## src/rtl/exp_port_pkg.sv

```systemverilog
package exp_port_pkg;
  localparam int SYM_W_DEF  = 5;
  localparam int NPORT_DEF  = 8;
  localparam int SYNC_DEF   = 2;
endpackage

```

## src/rtl/exp_glitch_filter.sv

```systemverilog
module exp_glitch_filter #(
  parameter int SYNC  = 2,
  parameter bit AGREE = 1'b1
) (
  input  logic clk_i,
  input  logic rst_ni,
  input  logic d_i,
  output logic q_o
);
  localparam int LEN = AGREE ? SYNC + 1 : SYNC;

  logic [LEN-1:0] sh_q;

  always_ff @(posedge clk_i or negedge rst_ni) begin
    if (!rst_ni) sh_q <= '0;
    else         sh_q <= {sh_q[LEN-2:0], d_i};
  end

  generate
    if (AGREE) begin : g_agree
      logic f_q;
      // change state only when two consecutive synced samples agree
      always_ff @(posedge clk_i or negedge rst_ni) begin
        if (!rst_ni)                           f_q <= 1'b0;
        else if (sh_q[SYNC-1] == sh_q[SYNC])   f_q <= sh_q[SYNC-1];
      end
      assign q_o = f_q;
    end else begin : g_plain
      assign q_o = sh_q[SYNC-1];
    end
  endgenerate
endmodule

```

## src/rtl/exp_jam_merge.sv

```systemverilog
module exp_jam_merge #(
  parameter int NPORT = 8
) (
  input  logic             clk_i,
  input  logic             rst_ni,
  input  logic [NPORT-1:0] port_jam_i,
  input  logic             int_col_i,
  input  logic             jam_in_f_i,
  output logic             jam_out_o
);
  logic jam_q;

  always_ff @(posedge clk_i or negedge rst_ni) begin
    if (!rst_ni) jam_q <= 1'b0;
    else         jam_q <= (|port_jam_i) | (int_col_i & ~jam_in_f_i);
  end
  assign jam_out_o = jam_q;

  // collisions during incoming jam are not reported
  p_col_masked_r9: assert property (@(posedge clk_i) disable iff (!rst_ni)
    (jam_in_f_i && port_jam_i == '0) |=> !jam_out_o);
  p_port_jam_r9: assert property (@(posedge clk_i) disable iff (!rst_ni)
    (port_jam_i != '0) |=> jam_out_o);
endmodule

```

## src/rtl/exp_bus_drive.sv

```systemverilog
module exp_bus_drive #(
  parameter int DW = 5
) (
  input  logic          clk_i,
  input  logic          rst_ni,
  input  logic          grant_f_i,
  input  logic          act_i,
  input  logic [DW-1:0] data_i,
  output logic          req_o,
  output logic          oe_o,
  output logic [DW-1:0] data_o,
  output logic          clk_o
);
  logic          act_q;
  logic [DW-1:0] data_q;

  always_ff @(posedge clk_i or negedge rst_ni) begin
    if (!rst_ni) begin
      act_q  <= 1'b0;
      data_q <= '0;
    end else begin
      act_q  <= act_i;
      data_q <= data_i;
    end
  end

  assign req_o  = act_q;
  assign oe_o   = grant_f_i;
  assign data_o = oe_o ? data_q : '0;
  // inverted clock: enable changes only while this output is already low
  assign clk_o  = ~clk_i & oe_o;

  p_idle_quiet_r5: assert property (@(posedge clk_i) disable iff (!rst_ni)
    !oe_o |-> data_o == '0);
  p_drive_data_r5: assert property (@(posedge clk_i) disable iff (!rst_ni)
    ($past(rst_ni) && oe_o) |-> data_o == $past(data_i));
  p_req_delay_r6: assert property (@(posedge clk_i) disable iff (!rst_ni)
    $past(rst_ni) |-> req_o == $past(act_i));
endmodule

```

## src/rtl/exp_port_ctrl.sv

```systemverilog
module exp_port_ctrl
  import exp_port_pkg::*;
#(
  parameter int DW    = SYM_W_DEF,
  parameter int NPORT = NPORT_DEF,
  parameter int SYNC  = SYNC_DEF
) (
  input  logic             clk_i,
  input  logic             rst_ni,
  input  logic             loc_act_i,
  input  logic [DW-1:0]    loc_data_i,
  input  logic [NPORT-1:0] port_jam_i,
  input  logic             int_col_i,
  input  logic             grant_ni,
  input  logic             jam_req_i,
  input  logic             bus_crs_i,
  output logic             bus_req_o,
  output logic             grant_ack_o,
  output logic             bus_oe_o,
  output logic [DW-1:0]    bus_data_o,
  output logic             bus_clk_o,
  output logic             jam_out_o,
  output logic             jam_all_o,
  output logic             bus_busy_o
);
  logic grant_f, jam_f;

  exp_glitch_filter #(.SYNC(SYNC), .AGREE(1'b1)) u_grant_flt (
    .clk_i(clk_i), .rst_ni(rst_ni), .d_i(~grant_ni), .q_o(grant_f));

  exp_glitch_filter #(.SYNC(SYNC), .AGREE(1'b1)) u_jam_flt (
    .clk_i(clk_i), .rst_ni(rst_ni), .d_i(jam_req_i), .q_o(jam_f));

  exp_glitch_filter #(.SYNC(SYNC), .AGREE(1'b0)) u_crs_sync (
    .clk_i(clk_i), .rst_ni(rst_ni), .d_i(bus_crs_i), .q_o(bus_busy_o));

  exp_jam_merge #(.NPORT(NPORT)) u_jam (
    .clk_i(clk_i), .rst_ni(rst_ni), .port_jam_i(port_jam_i),
    .int_col_i(int_col_i), .jam_in_f_i(jam_f), .jam_out_o(jam_out_o));

  exp_bus_drive #(.DW(DW)) u_drv (
    .clk_i(clk_i), .rst_ni(rst_ni), .grant_f_i(grant_f),
    .act_i(loc_act_i), .data_i(loc_data_i), .req_o(bus_req_o),
    .oe_o(bus_oe_o), .data_o(bus_data_o), .clk_o(bus_clk_o));

  assign grant_ack_o = grant_f;
  assign jam_all_o   = jam_f;

  // a rise needs two consecutive low samples of the enable
  p_grant_rise_r3: assert property (@(posedge clk_i) disable iff (!rst_ni)
    $rose(grant_ack_o) |-> (!$past(grant_ni, 3) && !$past(grant_ni, 4)));
  // release needs two consecutive high samples
  p_grant_fall_r4: assert property (@(posedge clk_i) disable iff (!rst_ni)
    $fell(grant_ack_o) |-> ($past(grant_ni, 3) && $past(grant_ni, 4)));
  p_oe_granted_r4: assert property (@(posedge clk_i) disable iff (!rst_ni)
    bus_oe_o |-> grant_ack_o);
  p_jam_rise_r8: assert property (@(posedge clk_i) disable iff (!rst_ni)
    $rose(jam_all_o) |-> ($past(jam_req_i, 3) && $past(jam_req_i, 4)));
endmodule

```

## config.mk

```make
export PLATFORM = sky130hd
export DESIGN_NAME = exp_port_ctrl
export DESIGN_NICKNAME = d
export VERILOG_FILES = /design/src/rtl/exp_port_pkg.sv /design/src/rtl/exp_glitch_filter.sv /design/src/rtl/exp_jam_merge.sv /design/src/rtl/exp_bus_drive.sv /design/src/rtl/exp_port_ctrl.sv
export SDC_FILE = /design/constraint.sdc
export NUM_CORES = 1
export LEC_CHECK = 0
export ABC_AREA = 1
export BUFFER_PORTS_ARGS = -buffer_cell sky130_fd_sc_hd__buf_2
export CORE_AREA = 2 2 43 45
export DETAILED_ROUTE_END_ITERATION = 10
export DIE_AREA = 0 0 45 47
export PLACE_DENSITY = 0.74
export SETUP_SLACK_MARGIN = 0.05
export SLEW_MARGIN = 20
export SYNTH_ARGS = -nofsm -noshare
export SYNTH_HDL_FRONTEND = slang
export SYNTH_SLANG_ARGS = --single-unit
```

## constraint.sdc

```tcl
create_clock -name clk_i -period 0.9 [get_ports clk_i]
set_clock_uncertainty 0.2 [all_clocks]
set_input_delay 0.09 -clock clk_i [delete_from_list [all_inputs] [get_ports clk_i]]
set_output_delay 0.09 -clock clk_i [all_outputs]
set_load 0.01 [all_outputs]
```

==> qor.yml <==
worst_setup_path:
  path_max_fanout: 8
  crit_required_ps: 610
  critical_path_class: "reg2out"
  cp-end-kind: "output port"
  crit_arrival_ps: 1090
  startpoint_type: "flip-flop"
power_and_ir_drop:
  total_power_mw: 1.68
  vdd_ir_drop_max_uv: 914
  leakagePower_nw: 0.498
  powerDensity_mw_per_mm2: 1860
yosys:
  seq_area_frac_synth_pct: 77.3
  ys_seq_elements: 17
  synth_cell_type_count: 9
  syn_area_um2: 551
  yosys_warnings: 0
  synth_area_per_cell_um2: 11.7
  synthCells: 47
  postSynthNetCount: 67
route:
  wl_per_cell_um: 9.68
  drcViolationCount: 0
  wl_met2_um: 633
  vias_per_cell: 4.20
  top_layer: "met4"
  ant_nets: 0
  wl_met3_um: 59
  wirelength_mm: 1.09
  vias: 475
  first_iter_violations: 5
  firstDrtPassIters: 4
  wl_met1_um: 392
grt:
  grt_usage_pct: 12.9
  overflow: 0
  grt_max_degree: 18
  grt_pass1_vias: 442
  antenna_found_initial: 0
  grt_pass1_wl_mm: 1.60
job:
  drv_cap: 0
floorplanning:
  core_region_area_mm2: 0.00165
  io_pins: 32
  fp-row-count: 15
  die_w_um: 45
  start_util_pct: 33.3
  die_area_mm2: 0.00212
  die_h_um: 47
cts:
  clk_latency_ps: 390
  cts.reportedPaths.clkPinSlew_ps: 90
  hold_buffers: 10
  cts_tree: "yes"
sta:
  slew-limit-headroom_pct: 76.2
  worst_pin_slew_ps: 358
  hold_violations: 18
  whs_ps: -220
  finalCritPeriodShare_pct: 154
  setup_viol: 16
  rsz0062_at_grt: "yes"
  worst_slack_ps: -485
  max_freq_ghz: 0.722
  drv_slew: 0
  fin_crit_ps: 1380
  final.setup.tns_ps: -5070
placed_design:
  place_inst: 94
  port_buffers: 31
  placed_area_um2: 723
  hpwl_um: 769
  place_congestion: 0.613
final_layout:
  stdcell_count: 113
  fillers: 153
  drive_gt1_share_pct: 49.0
  area_growth_pct: 63.9
  final_util_pct: 54.6
  fin_nets: 117
  fin_area_um2: 902
  n_antenna_cell: 0
status:
  status: "complete, but fails checks"
  violations: "negative hold slack, negative setup slack"
worst_hold_path:
  holdCritPathClass: "in2reg"
==> sequential cells by signal, indices dropped and copies added, names as in the netlist <==
name              flops
u_crs_sync.sh_q       2
u_drv.data_q          5
u_drv.req_o           1
u_grant_flt.q_o       1
u_grant_flt.sh_q      3
u_jam.jam_out_o       1
u_jam_flt.q_o         1
u_jam_flt.sh_q        3
==> worst max-delay path, stage by stage, from the launching register on <==
cell     delay (ps)
dfrtp_2         460
nand2_1         100
inv_2            30
buf_2           120
==> final cells by class <==
class | instances | area [um^2] | share of cell area, %
Multi-Input combinational cell | 21 | 96.3 | 10.7
Sequential cell | 17 | 427 | 47.3
Tap cell | 17 | 21.3 | 2.36
Inverter | 8 | 30.0 | 3.33
Timing Repair Buffer | 42 | 273 | 30.2
Clock buffer | 7 | 50.0 | 5.55
Clock inverter | 1 | 5.00 | 0.555
==> where the power goes <==
group | internal (mW) | total (mW) | switching, mW
Combinational | 0.120 | 0.212 | 0.0918
Sequential | 0.806 | 0.833 | 0.0266
Clock | 0.338 | 0.632 | 0.294
==> through the flow <==
stage	setup slack [ps]	hold WS, ps
2_1_floorplan	10.7	-406
3_3_place_gp	-55.5	-184
3_5_place_dp	-71.9	-179
4_1_cts	-511	-236
5_1_grt	-593	-238
6_report	-485	-220
==> final timing paths <==
check	depth (start not counted)	slack, ps	to	from
max	3	-480	bus_data_o[0]	u_grant_flt.q_o$_DFFE_PN0N_
min	5	-220	u_jam.jam_out_o$_DFF_PN0_	port_jam_i[0]
max reg2reg	4	-100	u_jam.jam_out_o$_DFF_PN0_	u_jam_flt.q_o$_DFFE_PN0N_
min reg2reg	0	150	u_grant_flt.sh_q[1]$_DFF_PN0_	u_grant_flt.sh_q[0]$_DFF_PN0_
max in group asynchronous	2	280	u_grant_flt.q_o$_DFFE_PN0N_	rst_ni
min in group asynchronous	2	-70	u_jam.jam_out_o$_DFF_PN0_	rst_ni
==> cell families (layout without fill, tap and decap cells) <==
kind of cell / count (synthesis) / after routing / synth area share, %
AND/OR/NAND/NOR: 19 / 19 / 13.4
buffers and inverters: 9 / 58 / 6.82
AO/OA/AOI/OAI: 2 / 2 / 2.50
flip-flops: 17 / 17 / 77.3
==> cell usage in the layout (no fill, tap or decap) <==
master         count
nor2_1             8
inv_2              2
dfrtp_2            1
buf_6              2
inv_1              6
dlygate4sd3_1     10
a21oi_2            2
clkbuf_4           6
clkinv_2           1
and2_0             1
nor2_2             2
buf_2             31
nand2_1            8
dfrtp_1           16
==> layer usage <==
layer	up-vias	global-route usage, %
li1	231	-
met1	228	9.68
met2	14	18.3
met3	2	10.4
met4	0	16.5
met5	-	0
==> synthesized netlist by cell type <==
| cell | count | area, um^2 |
|---|---|---|
| inv_1 | 7 | 26.3 |
| a21oi_1 | 1 | 5.00 |
| a21oi_2 | 1 | 8.76 |
| buf_4 | 1 | 7.51 |
| nor2_1 | 10 | 37.5 |
| and2_0 | 1 | 6.26 |
| inv_2 | 1 | 3.75 |
| dfrtp_1 | 17 | 425 |
| nand2_1 | 8 | 30.0 |
==> timing repair <==
item                                    in CTS  in global routing
endpoints found under the hold margin       27                 18
endpoints found under the setup margin      16                 16
gates resized for setup                      4                  0
pin swaps                                    1                  2
buffers inserted                             2                  0
(Power assumes the default switching activity.)
